$ cat src/rtl/pmirq_pkg.sv
package pmirq_pkg;
    typedef enum logic [1:0] {
        OP_ACK     = 2'd0,
        OP_SETMASK = 2'd1,
        OP_BUSPKT  = 2'd2
    } op_e;

    localparam int EV_TICK = 3;
    localparam int EV_BUS  = 4;
    localparam int EV_AUTO = 7;

    localparam logic [7:0] MASK_AT_RESET = 8'h18;
    localparam logic [7:0] BUS_BITS      = 8'h90;
    localparam logic [7:0] AP_SIG0       = 8'h00;
    localparam logic [7:0] AP_SIG1       = 8'h86;

    typedef struct packed {
        logic       ack_bus;
        logic       ack_all;
        logic       mask_ld;
        logic [7:0] mask_val;
    } ctl_t;

    function automatic logic is_autopoll(input op_e op, input logic [2:0] argc,
                                         input logic [31:0] args);
        return op == OP_BUSPKT && argc == 3'd4 &&
               args[7:0] == AP_SIG0 && args[15:8] == AP_SIG1;
    endfunction
endpackage

$ cat src/rtl/pm_period_tmr.sv
module pm_period_tmr #(
    parameter int PERIOD = 30000
) (
    input  logic clk,
    input  logic rst,
    input  logic run,
    input  logic restart,
    output logic fire
);
    localparam int W = (PERIOD > 2) ? $clog2(PERIOD) : 1;
    localparam logic [W-1:0] LAST = W'(PERIOD - 1);

    logic [W-1:0] cnt_q;

    assign fire = run && (cnt_q == LAST);

    always_ff @(posedge clk) begin
        if (rst || restart || !run) cnt_q <= '0;
        else if (fire)              cnt_q <= '0;
        else                        cnt_q <= cnt_q + 1'b1;
    end
endmodule

$ cat src/rtl/pm_evt_reg.sv
module pm_evt_reg
    import pmirq_pkg::*;
#(
    parameter int CW = 4
) (
    input  logic          clk,
    input  logic          rst,
    input  logic          tick_fire,
    input  logic          rply_done,
    input  logic [CW-1:0] rply_len,
    input  logic          poll_done,
    input  logic [CW-1:0] poll_len,
    input  ctl_t          ctl,
    output logic [7:0]    pend_q,
    output logic [7:0]    mask_q,
    output logic [CW-1:0] cnt_q
);
    logic [7:0]    pend_d;
    logic [CW-1:0] cnt_d;
    logic          poll_ok;

    assign poll_ok = poll_done && !pend_q[EV_BUS] && (poll_len != '0);

    always_comb begin
        pend_d = pend_q;
        cnt_d  = cnt_q;
        if (ctl.ack_all) pend_d = '0;
        if (ctl.ack_bus) begin
            pend_d = pend_d & ~BUS_BITS;
            cnt_d  = '0;
        end
        // new events are applied after clears so they win
        if (tick_fire) pend_d[EV_TICK] = 1'b1;
        if (rply_done) begin
            pend_d[EV_BUS] = 1'b1;
            cnt_d          = rply_len;
        end
        if (poll_ok) begin
            pend_d[EV_BUS]  = 1'b1;
            pend_d[EV_AUTO] = 1'b1;
            cnt_d           = poll_len;
        end
    end

    always_ff @(posedge clk) begin
        if (rst) begin
            pend_q <= '0;
            cnt_q  <= '0;
            mask_q <= MASK_AT_RESET;
        end else begin
            pend_q <= pend_d;
            cnt_q  <= cnt_d;
            if (ctl.mask_ld) mask_q <= ctl.mask_val;
        end
    end
endmodule

$ cat src/rtl/pm_rsp_seq.sv
module pm_rsp_seq #(
    parameter int DEPTH = 8,
    parameter int CW    = 4,
    parameter int IW    = 3
) (
    input  logic          clk,
    input  logic          rst,
    input  logic          wr_en,
    input  logic [IW-1:0] wr_idx,
    input  logic [7:0]    wr_data,
    input  logic          start,
    input  logic [7:0]    status,
    input  logic [CW-1:0] nbody,
    output logic          busy,
    output logic          rsp_valid,
    output logic [7:0]    rsp_data,
    output logic          rsp_last
);
    logic [7:0]    buf_q [DEPTH];
    logic [CW-1:0] idx_q, body_q, rd;
    logic [7:0]    stat_q;
    logic          busy_q;

    always_ff @(posedge clk) begin
        if (wr_en) buf_q[wr_idx] <= wr_data;
    end

    assign rd        = idx_q - 1'b1;
    assign busy      = busy_q;
    assign rsp_valid = busy_q;
    assign rsp_last  = busy_q && (idx_q == body_q);
    assign rsp_data  = !busy_q ? 8'h00 :
                       (idx_q == '0) ? stat_q : buf_q[rd[IW-1:0]];

    always_ff @(posedge clk) begin
        if (rst) begin
            busy_q <= 1'b0;
            idx_q  <= '0;
            body_q <= '0;
            stat_q <= '0;
        end else if (start) begin
            busy_q <= 1'b1;
            idx_q  <= '0;
            body_q <= nbody;
            stat_q <= status;
        end else if (busy_q) begin
            if (rsp_last) busy_q <= 1'b0;
            else          idx_q  <= idx_q + 1'b1;
        end
    end
endmodule

$ cat src/rtl/irq_ack_unit.sv
module irq_ack_unit
    import pmirq_pkg::*;
#(
    parameter int CYC_PER_MS = 1000,
    parameter int TICK_MS    = 1000,
    parameter int POLL_MS    = 30,
    parameter int BUF_DEPTH  = 8
) (
    input  logic                           clk,
    input  logic                           rst,
    input  logic                           rbuf_we,
    input  logic [$clog2(BUF_DEPTH)-1:0]   rbuf_idx,
    input  logic [7:0]                     rbuf_data,
    input  logic                           rply_done,
    input  logic [$clog2(BUF_DEPTH+1)-1:0] rply_len,
    input  logic                           poll_done,
    input  logic [$clog2(BUF_DEPTH+1)-1:0] poll_len,
    input  logic                           cmd_valid,
    input  logic [1:0]                     cmd_op,
    input  logic [2:0]                     cmd_argc,
    input  logic [31:0]                    cmd_args,
    output logic                           poll_req,
    output logic                           rsp_valid,
    output logic [7:0]                     rsp_data,
    output logic                           rsp_last,
    output logic                           irq_n
);
    localparam int IW          = $clog2(BUF_DEPTH);
    localparam int CW          = $clog2(BUF_DEPTH + 1);
    localparam int TICK_CYCLES = TICK_MS * CYC_PER_MS;
    localparam int POLL_CYCLES = POLL_MS * CYC_PER_MS;

    op_e           op;
    ctl_t          ctl;
    logic          busy, ack_ok, tick_fire, ap_ld, ap_restart;
    logic [15:0]   ap_mask_q, ap_new;
    logic [7:0]    pend_q, mask_q, status;
    logic [CW-1:0] cnt_q, nbody;

    assign op     = op_e'(cmd_op);
    assign ack_ok = cmd_valid && op == OP_ACK && cmd_argc == 3'd0 && !busy;

    always_comb begin
        ctl.ack_bus  = ack_ok && pend_q[EV_BUS];
        ctl.ack_all  = ack_ok && !pend_q[EV_BUS];
        ctl.mask_ld  = cmd_valid && op == OP_SETMASK && cmd_argc == 3'd1;
        ctl.mask_val = cmd_args[7:0];
    end

    assign status = pend_q[EV_BUS] ? (pend_q & BUS_BITS) : pend_q;
    assign nbody  = pend_q[EV_BUS] ? cnt_q : '0;

    // autopoll mask: loaded from the signed bus packet, restart only on change
    assign ap_ld      = cmd_valid && is_autopoll(op, cmd_argc, cmd_args);
    assign ap_new     = {cmd_args[23:16], cmd_args[31:24]};
    assign ap_restart = ap_ld && (ap_new != ap_mask_q);

    always_ff @(posedge clk) begin
        if (rst)        ap_mask_q <= '0;
        else if (ap_ld) ap_mask_q <= ap_new;
    end

    pm_period_tmr #(.PERIOD(TICK_CYCLES)) u_tick (
        .clk(clk), .rst(rst), .run(1'b1), .restart(1'b0), .fire(tick_fire)
    );

    pm_period_tmr #(.PERIOD(POLL_CYCLES)) u_poll (
        .clk(clk), .rst(rst), .run(ap_mask_q != '0), .restart(ap_restart),
        .fire(poll_req)
    );

    pm_evt_reg #(.CW(CW)) u_evt (
        .clk(clk), .rst(rst), .tick_fire(tick_fire),
        .rply_done(rply_done), .rply_len(rply_len),
        .poll_done(poll_done), .poll_len(poll_len), .ctl(ctl),
        .pend_q(pend_q), .mask_q(mask_q), .cnt_q(cnt_q)
    );

    pm_rsp_seq #(.DEPTH(BUF_DEPTH), .CW(CW), .IW(IW)) u_rsp (
        .clk(clk), .rst(rst), .wr_en(rbuf_we), .wr_idx(rbuf_idx),
        .wr_data(rbuf_data), .start(ack_ok), .status(status), .nbody(nbody),
        .busy(busy), .rsp_valid(rsp_valid), .rsp_data(rsp_data),
        .rsp_last(rsp_last)
    );

    assign irq_n = ~|(pend_q & mask_q);
endmodule

$ cat config.mk
export PLATFORM = sky130hd
export DESIGN_NAME = irq_ack_unit
export DESIGN_NICKNAME = d
export VERILOG_FILES = /design/src/rtl/pmirq_pkg.sv /design/src/rtl/pm_period_tmr.sv /design/src/rtl/pm_evt_reg.sv /design/src/rtl/pm_rsp_seq.sv /design/src/rtl/irq_ack_unit.sv
export SDC_FILE = /design/constraint.sdc
export NUM_CORES = 1
export LEC_CHECK = 0
export BUFFER_PORTS_ARGS = -buffer_cell sky130_fd_sc_hd__buf_2
export CELL_PAD_IN_SITES_DETAIL_PLACEMENT = 1
export CELL_PAD_IN_SITES_GLOBAL_PLACEMENT = 1
export CORE_UTILIZATION = 46
export DETAILED_ROUTE_END_ITERATION = 16
export PLACE_DENSITY_LB_ADDON = 0.12
export SYNTH_ARGS = -nofsm -noshare
export SYNTH_HDL_FRONTEND = slang
export SYNTH_SLANG_ARGS = --single-unit
$ cat constraint.sdc
create_clock -name clk -period 3.25 [get_ports clk]
set_input_delay 0.1625 -clock clk [delete_from_list [all_inputs] [get_ports clk]]
set_output_delay 0.1625 -clock clk [all_outputs]
set_load 0.01 [all_outputs]
==> impl_results.md, run 1 <==
- R2r endpoint: u_tick.cnt_q[18]
- Synth top area cells: edfxtp_1 (32%), dfxtp_1 (24%), mux4_2 (6.0%), xor2_1 (3.9%), nand3_1 (3.7%)
- Vias/cell: 5.58
- Area growth syn-to-layout: 20.8%
- FMAX: 365 MHz
- Reg2reg start: u_tick.cnt_q[2]
- Worst Hold Class: in2reg
- Layout cells sized above 1: 21.2%
- Slowest cell on crit path: ha_1
- Iteration-0 DRC Markers: 243
- FFs w/ async S/R, synth: 0%
- IO Count: 74
- Adder-Cell Fraction of Synth Area: 1.04%
- Detailed Routing Iterations Pass 1: 4
- LEAKAGE: 2.52 nW
- DP Area: 0.00654 mm2
- GR Overflow Total: 0
- Largest net degree at the start of global routing: 35
- Total CTS buffers: 17
- Post-synth top area cell: edfxtp_1
- Post-synth EDFFs: 64
- Site row count: between 40 and 50
- Seq/Total Area, Yosys: a little under three fifths
- GPL Wtd Cong: around 0.75
- Worst VDD drop: 0.487 mV
- Max-cap violations: 0
- Power density over the cells: 539 mW/mm2
- Reg-to-reg slack, setup: around 1.2 ns
- WL per Instance: 18.4 um
- Post-CTS Resized: 0
- CP Launch Point: u_rsp.idx_q[1]
- Least-Margin Pin Slew: 0.950 ns
- All-Layer GR Usage: between 20% and 30%
- CTS max path bufs: 2
- Main combinational cell family by area after synthesis: simple AND/OR/NAND/NOR gates
- Synth Instances: 536
- Crit Path Class: reg2out
- Syn_nets: 603
- Core area: 0.0127 mm2
- Vias in the first global route: around 4.7k
- Setup Skew: 0.00744 ns
- Netlist cell types: 44
- Maximum fanout along the worst path: 17
- Part of the cycle the worst path needs: 84.2%
- HP Start: rbuf_data[6]
- Path depth of the worst reg2reg path: 4
- Syn_area_per_cell: 11.2 um2
- Routed WL: 14.9 mm
- Final standard cell area without fillers: 0.00728 mm2
- Post-synth top area share: 31.9%
- Synth Warn #: 0
- Worst Path Required: 3.09 ns
- Clock transition at the registers of the reported paths: 0.06 ns
- Initial Util: a little under half
- DR DRC count: 0
- H-Tree Depth: 4
- Clock insertion delay at the later pin of the skew report: 0.42 ns
- Die Ht: 116 um
- CTS tree: built
- Slowest Stage Delay on Critical Path: 0.80 ns
- Layout net count: 692
- Post-Synth Simple-Gate Area: 17.5%
- CTS Sinks: 137
- Pins Over Slew Limit: 0
- Setup_tns: 0 ns
- CP Capture Type: output pin
- Port Buffers: 73
- Synth Area in XOR/XNOR: 7.27%
- Die ar.: 0.0136 mm2
- Ys flop type: dfxtp_1
- Worst path cell trace: inv_1 -> ha_1 -> mux4_2 -> nand2_1 -> a31oi_1 -> buf_2
- Die Width: 116 um
- Global-route wire length before repair: 23.7 mm
- RSZ-0062 raised after global routing: false
- Number of synthesized register bits: 137
- Via count: 4520
- Hold path cells: 1
- Post-synthesis mux area share: about 6.6%
- Headroom to the max-slew limit: 36.4%
- CTS Root Cell: clkbuf_16
- CP startpoint kind: flip-flop
- Mapped Area: 0.00602 mm2
- Arrival time worst endpoint: 2.57 ns
- Initial antenna violation count: 0
- Outcome: finished, final reports clean
- Crit path to: rsp_data[7]
- Crit path time final: 2.74 ns
- Final Setup Violations: 0
- Synth Area in Compound Gates: 8.95%
- Remaining antenna violation count: 0
- Fill cell count: 1382
- Final hold vios: 0
- Diode count: 0
- DP Wirelength: 9.97 mm
[routing by layer]
layer / vias to the layer above / share of wire, % / wire [um] / GRT usage, %
li1: 2177 / - / - / -
met4: 0 / 1.6 / 237 / 8.97
met1: 2243 / 44 / 6580 / 29.2
met2: 82 / 51 / 7550 / 40.9
met5: - / 0 / 0 / 0
met3: 18 / 3.4 / 511 / 5.03
[critical path, delay by kind of cell (launching register included)]
family                     cells  cell delay, ns
muxes                          1            0.33
buffers and inverters          2            0.29
DFF                            1            0.41
adders and majority gates      1            0.80
and+or+nand+nor                1            0.05
AOI/OAI and AO/OA              1            0.27
[final cells by class]
type / instances / area (um2) / area share, %
sequential: 137 / 3380 / 46.5
multi-input combinational: 367 / 2500 / 34.3
timing repair buffer: 94 / 558 / 7.67
clock buffer: 19 / 453 / 6.22
tap: 172 / 215 / 2.96
clock inverter: 13 / 141 / 1.94
inverter: 8 / 30.0 / 0.413
[cell usage after synthesis (7+ instances only)]
cell and number:
nor3_1 11, a21oi_1 39, nand4_1 10, nand2_1 50
xnor2_1 23, nor4_1 18, nand3_1 44, a31oi_1 7
dfxtp_1 73, mux4_2 16, a211oi_1 14, nor2_1 34
xor2_1 27, o21ai_0 25, inv_1 8, edfxtp_1 64
clkbuf_1 16
[power by group]
part	switching (mW)	internal, mW	total, mW
Combinational	0.0829	0.0673	0.150
Sequential	0.0164	1.84	1.86
Clock	0.741	1.17	1.92
Total	0.841	3.08	3.92
[metrics by stage]
step / hold WS (ns) / instances / worst slack (ns) / total power, mW / utilization (%)
after floorplan: 0.261 / 536 / 0.875 / 1.95 / -
after global placement: 0.412 / 764 / 0.999 / 2.02 / 51.6
after detailed placement: 0.420 / 764 / 0.919 / 2.03 / 51.6
after CTS: 0.000632 / 810 / 0.452 / 3.97 / 57.4
after global routing: 0.00999 / 810 / 0.359 / 4.05 / 57.4
final: 0.0201 / 810 / 0.513 / 3.92 / 57.4
[how the worst min path moves through the flow]
stage	endpoint	slack (ns)
6_report	u_rsp.buf_q[0][6]	0.02
3_5_place_dp	u_evt.mask_q[4]	0.42
3_3_place_gp	u_evt.mask_q[3]	0.41
2_1_floorplan	u_rsp.buf_q[0][0]	0.26
4_1_cts	ap_mask_q[4]	0.0006
5_1_grt	u_rsp.buf_q[7][0]	0.01
[flip-flops by register name, indices dropped and copies added (netlist names)]
signal	cells
u_rsp.idx_q	4
u_tick.cnt_q	20
u_rsp.buf_q	64
u_rsp.stat_q	3
u_evt.cnt_q	4
u_rsp.body_q	4
u_evt.mask_q	3
u_poll.cnt_q	15
u_evt.pend_q	3
ap_mask_q	16
u_rsp.busy	1
[layout by cell type (no fill, tap or decap), types with 10 or more instances in the layout]
| cell type | netlist | final |
|---|---|---|
| a211oi_1 | 14 | 14 |
| a21oi_1 | 39 | 39 |
| buf_2 | 6 | 73 |
| clkbuf_16 | 0 | 17 |
| dfxtp_1 | 73 | 73 |
| dlygate4sd3_1 | 0 | 14 |
| edfxtp_1 | 64 | 64 |
| mux4_2 | 16 | 16 |
| nand2_1 | 50 | 50 |
| nand3_1 | 44 | 44 |
| nand4_1 | 10 | 10 |
| nor2_1 | 34 | 34 |
| nor3_1 | 11 | 11 |
| nor4_1 | 18 | 18 |
| o21ai_0 | 25 | 25 |
| xnor2_1 | 23 | 23 |
| xor2_1 | 27 | 27 |
[logic make-up (layout without fill, tap and decap cells)]
family / after synthesis / count (layout)
and+or+nand+nor: 202 / 202
DFF: 137 / 137
AOI/OAI and AO/OA: 90 / 90
xor gates and xnor gates: 50 / 50
buffers and inverters: 32 / 134
muxes: 20 / 20
adders and majority gates: 5 / 5
[repair_timing]
| item | CTS | global route |
|---|---|---|
| setup buffers | 0 | 0 |
| hold endpoints to repair | 31 | 0 |
| hold buffers | 14 | 0 |
(Power assumes the default switching activity.)
==> run 2: changes to the inputs <==
--- a/config.mk
+++ b/config.mk
@@ -5,10 +5,11 @@
 export SDC_FILE = /design/constraint.sdc
 export NUM_CORES = 1
 export LEC_CHECK = 0
+export ABC_AREA = 1
 export BUFFER_PORTS_ARGS = -buffer_cell sky130_fd_sc_hd__buf_2
 export CELL_PAD_IN_SITES_DETAIL_PLACEMENT = 1
 export CELL_PAD_IN_SITES_GLOBAL_PLACEMENT = 1
-export CORE_UTILIZATION = 46
+export CORE_UTILIZATION = 44
 export DETAILED_ROUTE_END_ITERATION = 16
 export PLACE_DENSITY_LB_ADDON = 0.12
 export SYNTH_ARGS = -nofsm -noshare
==> constraint.sdc (replaced) <==
create_clock -name clk -period 2.7 [get_ports clk]
set_input_delay 0.135 -clock clk [delete_from_list [all_inputs] [get_ports clk]]
set_output_delay 0.135 -clock clk [all_outputs]
set_load 0.01 [all_outputs]
==> impl_results.md, run 2 <==
- Synth Area in Compound Gates: 8.41% (-0.54 points)
- CTS max path bufs: 2 (unchanged)
- Max reg flops: 64 (unchanged)
- Synth Area in XOR/XNOR: 4.59% (-2.7 points)
- Leading cell type in the layout, fill and taps excluded: nor2_1
- Global-route wire length before repair: 27.7 mm (+17%)
- Post-Synth Simple-Gate Area: 25.7% (+8.2 points)
- Crit Path Class: reg2out
- Maximum fanout along the worst path: 13 (-4)
- WL per Instance: 15.8 um (-14%)
- Netlist cell types: 34 (-23%)
- Clock transition at the registers of the reported paths: 0.06 ns (about the same)
- Setup_tns: 0 ns (unchanged)
- Main combinational cell family by area after synthesis: simple AND/OR/NAND/NOR gates
- Headroom to the max-slew limit: 37.2% (+0.82 points)
- Clock insertion delay at the later pin of the skew report: 0.42 ns (about the same)
- Die Ht: 122 um (+4.7%)
- Core area: 0.0139 mm2 (+10%)
- Top Metal Used: met4
- Max-cap violations: 0 (unchanged)
- Vias/cell: 5.13 (-8.0%)
- Mapped Area: 0.00632 mm2 (+5.0%)
- LEAKAGE: 3.13 nW (+24%)
- Layout cells sized above 1: 14.7% (-6.5 points)
- RSZ-0062 raised after global routing: false
- FMAX: 407 MHz
- IO Count: 74 (unchanged)
- Reg2reg start: u_rsp.idx_q[0]
- Largest regs: u_rsp.buf_q: 64 flops, u_tick.cnt_q: 20 flops, ap_mask_q: 16 flops
- Largest net degree at the start of global routing: 37 (+5.7%)
- Layout net count: 938 (+36%)
- Total power draw: 4.85 mW (+23%)
- Initial antenna violation count: 0 (unchanged)
- Final hold vios: 0 (unchanged)
- Least-Margin Pin Slew: 0.938 ns (-0.0123 ns)
- DR DRC count: 0 (unchanged)
- Adder-Cell Fraction of Synth Area: 0.990% (-0.049 points)
- Die ar.: 0.0148 mm2 (+9.6%)
- Worst VDD drop: 0.463 mV (-4.9%)
- Most frequent cells after synthesis: nor2_1 (169), nand2_1 (135), inv_1 (83)
- Syn_nets: 831 (+38%)
- Crit path to: rsp_data[5]
- CP Capture Type: output pin
- Path depth of the worst reg2reg path: 6 (+2)
- Most frequent cell after synthesis: nor2_1
- DP Wirelength: 11.5 mm (+16%)
- Part of the cycle the worst path needs: 91.1%
- CTS tree: built
- Clock power frac: 49.3% (+0.5 points)
- H-Tree Depth: 4 (unchanged)
- CP startpoint kind: flip-flop
- Pins Over Slew Limit: 0 (unchanged)
- Post-synth top area cell: edfxtp_1
- Port Buffers: 73 (unchanged)
- Most flops, register: u_rsp.buf_q
- Reg-to-reg slack, setup: 1.05 ns (-0.14 ns)
- Most frequent cells in the layout: nor2_1 (169), nand2_1 (135), inv_1 (82)
- CTS Sinks: 137 (unchanged)
- FFs w/ async S/R, synth: 0% (unchanged)
- Routed WL: 16.8 mm (+13%)
- Post-synthesis mux area share: 0% (-6.6 points)
- Switching power: 1.05 mW (+25%)
- Post-synth EDFFs: 64 (unchanged)
- Synth top area cells: edfxtp_1 (30%), dfxtp_1 (23%), nor2_1 (10%), nand2_1 (8.0%), inv_1 (4.9%)
- Arrival time worst endpoint: 2.32 ns (-0.25 ns)
- Outcome: finished, final reports clean
- Syn_area_per_cell: 8.27 um2 (-26%)
- GPL Wtd Cong: 0.867 (+15%)
- Worst Hold Class: in2reg
- Final Setup Violations: 0 (unchanged)
- Number of synthesized register bits: 137 (unchanged)
- Ys flop type: dfxtp_1
- Area growth syn-to-layout: 22.8%
- Wire length on met1: 7.32 mm (+11%)
- Setup Skew: 0.00783 ns (+0.000389 ns)
- Total CTS buffers: 17 (unchanged)
- Crit path time final: about 2.5 ns
- Via count: 5463 (+21%)
- Met3 WL: 672 um (+32%)
- GR Overflow Total: 0 (unchanged)
- Diode count: 0 (unchanged)
- Seq/Total Area, Yosys: 53.5% (-2.7 points)
- Reg power frac: 46.2% (-1.1 points)
- R2r endpoint: u_rsp.idx_q[3]
- Site row count: 43 (+4.9%)
- Vias in the first global route: 5804 (+24%)
- Post-synth top area share: 30.4% (-1.5 points)
- Switch share: 21.7% (+0.32 points)
- P_int: 3.79 mW (+23%)
- Synth Instances: 764 (+43%)
- Worst Path Required: 2.57 ns (-0.52 ns)
- Detailed Routing Iterations Pass 1: 4 (unchanged)
- Initial Util: 45.4% (-2.2 points)
- DR WL met2: 8.54 mm (+13%)
- CP Launch Point: u_rsp.idx_q[1]
- CTS Root Cell: clkbuf_16
- Power density over the cells: 624 mW/mm2 (+16%)
- Die Width: 122 um (+4.7%)
- Iteration-0 DRC Markers: 305 (+26%)
- Synth Warn #: 0 (unchanged)
- Combinational power share: 4.5% (+0.7 points)
- Remaining antenna violation count: 0 (unchanged)
- All-Layer GR Usage: 24.2% (+0.46 points)
## run 2: kinds of logic after synthesis
logic type	after synthesis
AND/OR/NAND/NOR	384
AO/OA/AOI/OAI	101
XOR/XNOR	31
flip-flops	137
buffers and inverters	106
adder cells (fa/ha/maj)	5
## run 2: area by class of cell
class / count / area [um2]
timing repair buffer: 107 / 691
sequential: 137 / 3380
clock inverter: 10 / 100
multi-input combinational: 521 / 2510
fill: 1669 / 6170
clock buffer: 22 / 522
inverter: 87 / 330
tap: 180 / 225
## run 2: worst min-delay path by stage
stage                            start                end  slack, ns  depth (start not counted)
final                              rst    u_evt.pend_q[3]      0.008                          2
after global routing               rst     u_evt.cnt_q[0]       0.02                          2
after CTS                  rply_len[1]     u_evt.cnt_q[1]      0.002                          3
after detailed placement   cmd_args[3]    u_evt.mask_q[3]       0.37                          3
after global placement     cmd_args[3]    u_evt.mask_q[3]       0.36                          3
after floorplan           rbuf_data[0]  u_rsp.buf_q[0][0]       0.23                          0
## run 2: what timing repair did
| action | in CTS | in global routing |
|---|---|---|
| buffers inserted | 0 | 2 |
| hold endpoints to repair | 64 | 0 |
| resized for setup | 0 | 1 |
| setup endpoints to repair | 0 | 6 |
| hold buffers | 28 | 0 |
## run 2: worst max-delay path, stage by stage (launching register included)
cell and delay (ns):
dfxtp_1 0.42, inv_1 0.09, ha_1 0.42, buf_4 0.24
o21ai_0 0.14, o22ai_1 0.20, o21ai_1 0.08, nor2_1 0.14
buf_2 0.15
## run 2: stage by stage
stage | hold slack, ns | utilization [%] | worst slack [ns] | cells | area, um2
finish | 0.00841 | 55.7 | 0.242 | 1064 | 7760
global route | 0.0170 | 55.7 | 0.0649 | 1064 | 7760
CTS | 0.00183 | 55.6 | 0.0970 | 1062 | 7740
detailed placement | 0.372 | 49.1 | 0.587 | 1002 | 6840
global placement | 0.358 | 49.1 | 0.770 | 1002 | 6840
floorplan | 0.234 | - | 0.729 | 764 | 6320
## run 2: power groups by stage
| stage | clock (mW) | combinational (mW) | sequential (mW) |
|---|---|---|---|
| detailed placement | 0 | 0.187 | 2.28 |
| finish | 2.39 | 0.220 | 2.24 |
| global route | 2.50 | 0.246 | 2.24 |
| CTS | 2.42 | 0.221 | 2.24 |
| floorplan | 0 | 0.0901 | 2.27 |
| global placement | 0 | 0.176 | 2.28 |
## run 2: metal layers
metal  GRT usage, %  up-vias
met1           28.5     2635
li1               -     2709
met2           41.8       92
met3           5.76       27
met5              0        -
met4           10.4        0
==> run 3: changes to the inputs <==
--- a/config.mk
+++ b/config.mk
@@ -9,7 +9,7 @@
 export BUFFER_PORTS_ARGS = -buffer_cell sky130_fd_sc_hd__buf_2
 export CELL_PAD_IN_SITES_DETAIL_PLACEMENT = 1
 export CELL_PAD_IN_SITES_GLOBAL_PLACEMENT = 1
-export CORE_UTILIZATION = 44
+export CORE_UTILIZATION = 47
 export DETAILED_ROUTE_END_ITERATION = 16
 export PLACE_DENSITY_LB_ADDON = 0.12
 export SYNTH_ARGS = -nofsm -noshare
==> constraint.sdc (replaced) <==
create_clock -name clk -period 2.9 [get_ports clk]
set_input_delay 0.145 -clock clk [delete_from_list [all_inputs] [get_ports clk]]
set_output_delay 0.145 -clock clk [all_outputs]
set_load 0.01 [all_outputs]
==> impl_results.md, run 3 (synthesis results as in run 2) <==
- Setup Skew: 0.00551 ns (-0.00232 ns)
- CTS max path bufs: 2 (unchanged)
- Layout net count: 929 (-0.96%)
- CP Capture Type: output pin
- Leading cell type in the layout, fill and taps excluded: nor2_1
- Port Buffers: 73 (unchanged)
- Global-route wire length before repair: 28.8 mm (+3.9%)
- Slowest Stage Delay on Critical Path: 0.41 ns (about the same)
- Clock transition at the registers of the reported paths: 0.06 ns (about the same)
- Die Width: 118 um (-3.2%)
- Vias/cell: 5.20 (+1.3%)
- Power density over the cells: 589 mW/mm2 (-5.6%)
- Slowest cell on crit path: dfxtp_1
- Initial Util: 47.9% (+2.6 points)
- All-Layer GR Usage: 26.4% (+2.2 points)
- IO Count: 74 (unchanged)
- Part of the cycle the worst path needs: roughly nine tenths
- Initial antenna violation count: 0 (unchanged)
- Final hold vios: 0 (unchanged)
- Worst VDD drop: 0.466 mV (+0.61%)
- Headroom to the max-slew limit: 34.7% (-2.5 points)
- H-Tree Depth: 4 (unchanged)
- Diode count: 0 (unchanged)
- Vias in the first global route: 6012 (+3.6%)
- Post-route insts no fill: 1050 (-1.3%)
- Final Setup Violations: 0 (unchanged)
- Die ar.: 0.0139 mm2 (-6.3%)
- Area of the multi-input gates: 0.00251 mm2 (unchanged)
- Maximum fanout along the worst path: 18 (+5)
- FMAX: around 380 MHz
- Die Ht: 118 um (-3.2%)
- Crit-path leading delay family: buffers and inverters
- Largest regs: u_rsp.buf_q: 64 flops, u_tick.cnt_q: 20 flops, ap_mask_q: 16 flops
- Arrival time worst endpoint: 2.48 ns (+0.16 ns)
- CTS Root Cell: clkbuf_16
- DP Wirelength: 11.5 mm (-0.25%)
- WP buf/inv: 4 (+1)
- Final core occ: 58.0% (+2.3 points)
- Iteration-0 DRC Markers: 265 (-13%)
- CTS tree: built
- Most flops, register: u_rsp.buf_q
- Worst Path Required: 2.76 ns (+0.19 ns)
- Least-Margin Pin Slew: 0.976 ns (+0.0380 ns)
- Total CTS buffers: 17 (unchanged)
- Routed WL: 17.4 mm (+3.6%)
- LEAKAGE: 3.06 nW (-1.9%)
- RSZ-0062 raised after global routing: false
- Crit Path Class: reg2out
- Max reg flops: 64 (unchanged)
- Dpl cells: 998 (-0.40%)
- Area growth syn-to-layout: 21.0%
- Detailed Routing Iterations Pass 1: 4 (unchanged)
- GPL Wtd Cong: 0.830 (-4.2%)
- Hold slack: 0.0220 ns (+0.0136 ns)
- CP dominant cell by count: nor2_1
- Outcome: finished, final reports clean
- Site row count: 42 (-2.3%)
- Clock insertion delay at the later pin of the skew report: 0.42 ns (about the same)
- CP startpoint kind: flip-flop
- Setup_tns: 0 ns (unchanged)
- Total power draw: 4.51 mW (-7.0%)
- Worst path cell trace: inv_1 -> ha_1 -> buf_4 -> clkinvlp_4 -> o21ai_0 -> o22ai_1 -> nor2_1 -> nor2_1 -> buf_2
- CTS Sinks: 137 (unchanged)
- GR Overflow Total: 0 (unchanged)
- Most frequent cells in the layout: nor2_1 (169), nand2_1 (135), inv_1 (82)
- Worst Hold Class: in2reg
- Layout cells sized above 1: 14.4% (-0.29 points)
- DR DRC count: 0 (unchanged)
- Max-cap violations: 0 (unchanged)
- Register area: 0.00338 mm2 (unchanged)
- Largest net degree at the start of global routing: 37 (unchanged)
- Remaining antenna violation count: 0 (unchanged)
- Pins Over Slew Limit: 0 (unchanged)
- WL per Instance: 16.6 um (+5.0%)
- Core area: 0.0132 mm2 (-5.3%)
- Crit path time final: 2.62 ns
- Via count: 5459 (-0.073%)
- Fill cell count: 1620 (-2.9%)
==> run 3: per-stage QoR <==
step           instance area (um2)  setup slack [ns]
2_1_floorplan                 6320             0.919
3_3_place_gp                  6840             0.801
3_5_place_dp                  6840             0.659
4_1_cts                       7640             0.166
5_1_grt                       7650             0.123
6_report                      7650             0.277
==> run 3: what timing repair did <==
action	4_1_cts	5_1_grt
hold endpoints to repair	63	0
buffers inserted	0	0
endpoints found under the setup margin	0	3
hold buffers	21	0
resized for setup	0	1
==> run 3: cell type report <==
cell class | count | area share (%)
multi-input cells | 521 | 32.8
well taps | 176 | 2.88
inverters | 87 | 4.32
flip-flops and latches | 137 | 44.2
repair buffers | 98 | 7.92
clock inverters | 13 | 2.22
clock buffers | 18 | 5.61
==> run 3: worst reg2reg max path: cells and delay by family, from the launching register on <==
kind | cells | cell delay (ns)
simple gates | 3 | 0.66
xor+xnor | 1 | 0.17
buf+inv | 1 | 0.35
compound gates | 1 | 0.13
flops | 1 | 0.34
==> run 3: final timing paths <==
kind / slack (ns) / startpoint / endpoint / depth (start not counted)
worst min-delay path: 0.02 / rply_len[3] / u_evt.cnt_q[3] / 3
worst max-delay path: 0.28 / u_rsp.idx_q[1] / rsp_data[6] / 9
worst max register to register: 1.19 / u_rsp.idx_q[0] / u_rsp.idx_q[2] / 6
worst min register to register: 0.45 / u_tick.cnt_q[0] / u_tick.cnt_q[0] / 1
==> run 3: where the power goes <==
group / switching, mW / total, mW / internal [mW] / leakage, nW
Combinational: 0.118 / 0.200 / 0.0825 / 1.61
Clock: 0.866 / 2.22 / 1.36 / 0.284
Sequential: 0.0184 / 2.08 / 2.06 / 1.17
==> run 3: routing by layer <==
layer / global-route usage [%] / vias up / wire length [um] / share of wire [%]
met4: 10.1 / 0 / 315 / 1.8
met2: 48.5 / 112 / 9260 / 53
met5: 0 / - / 0 / 0
li1: - / 2691 / - / -
met1: 29.8 / 2626 / 7260 / 42
met3: 5.33 / 30 / 562 / 3.2
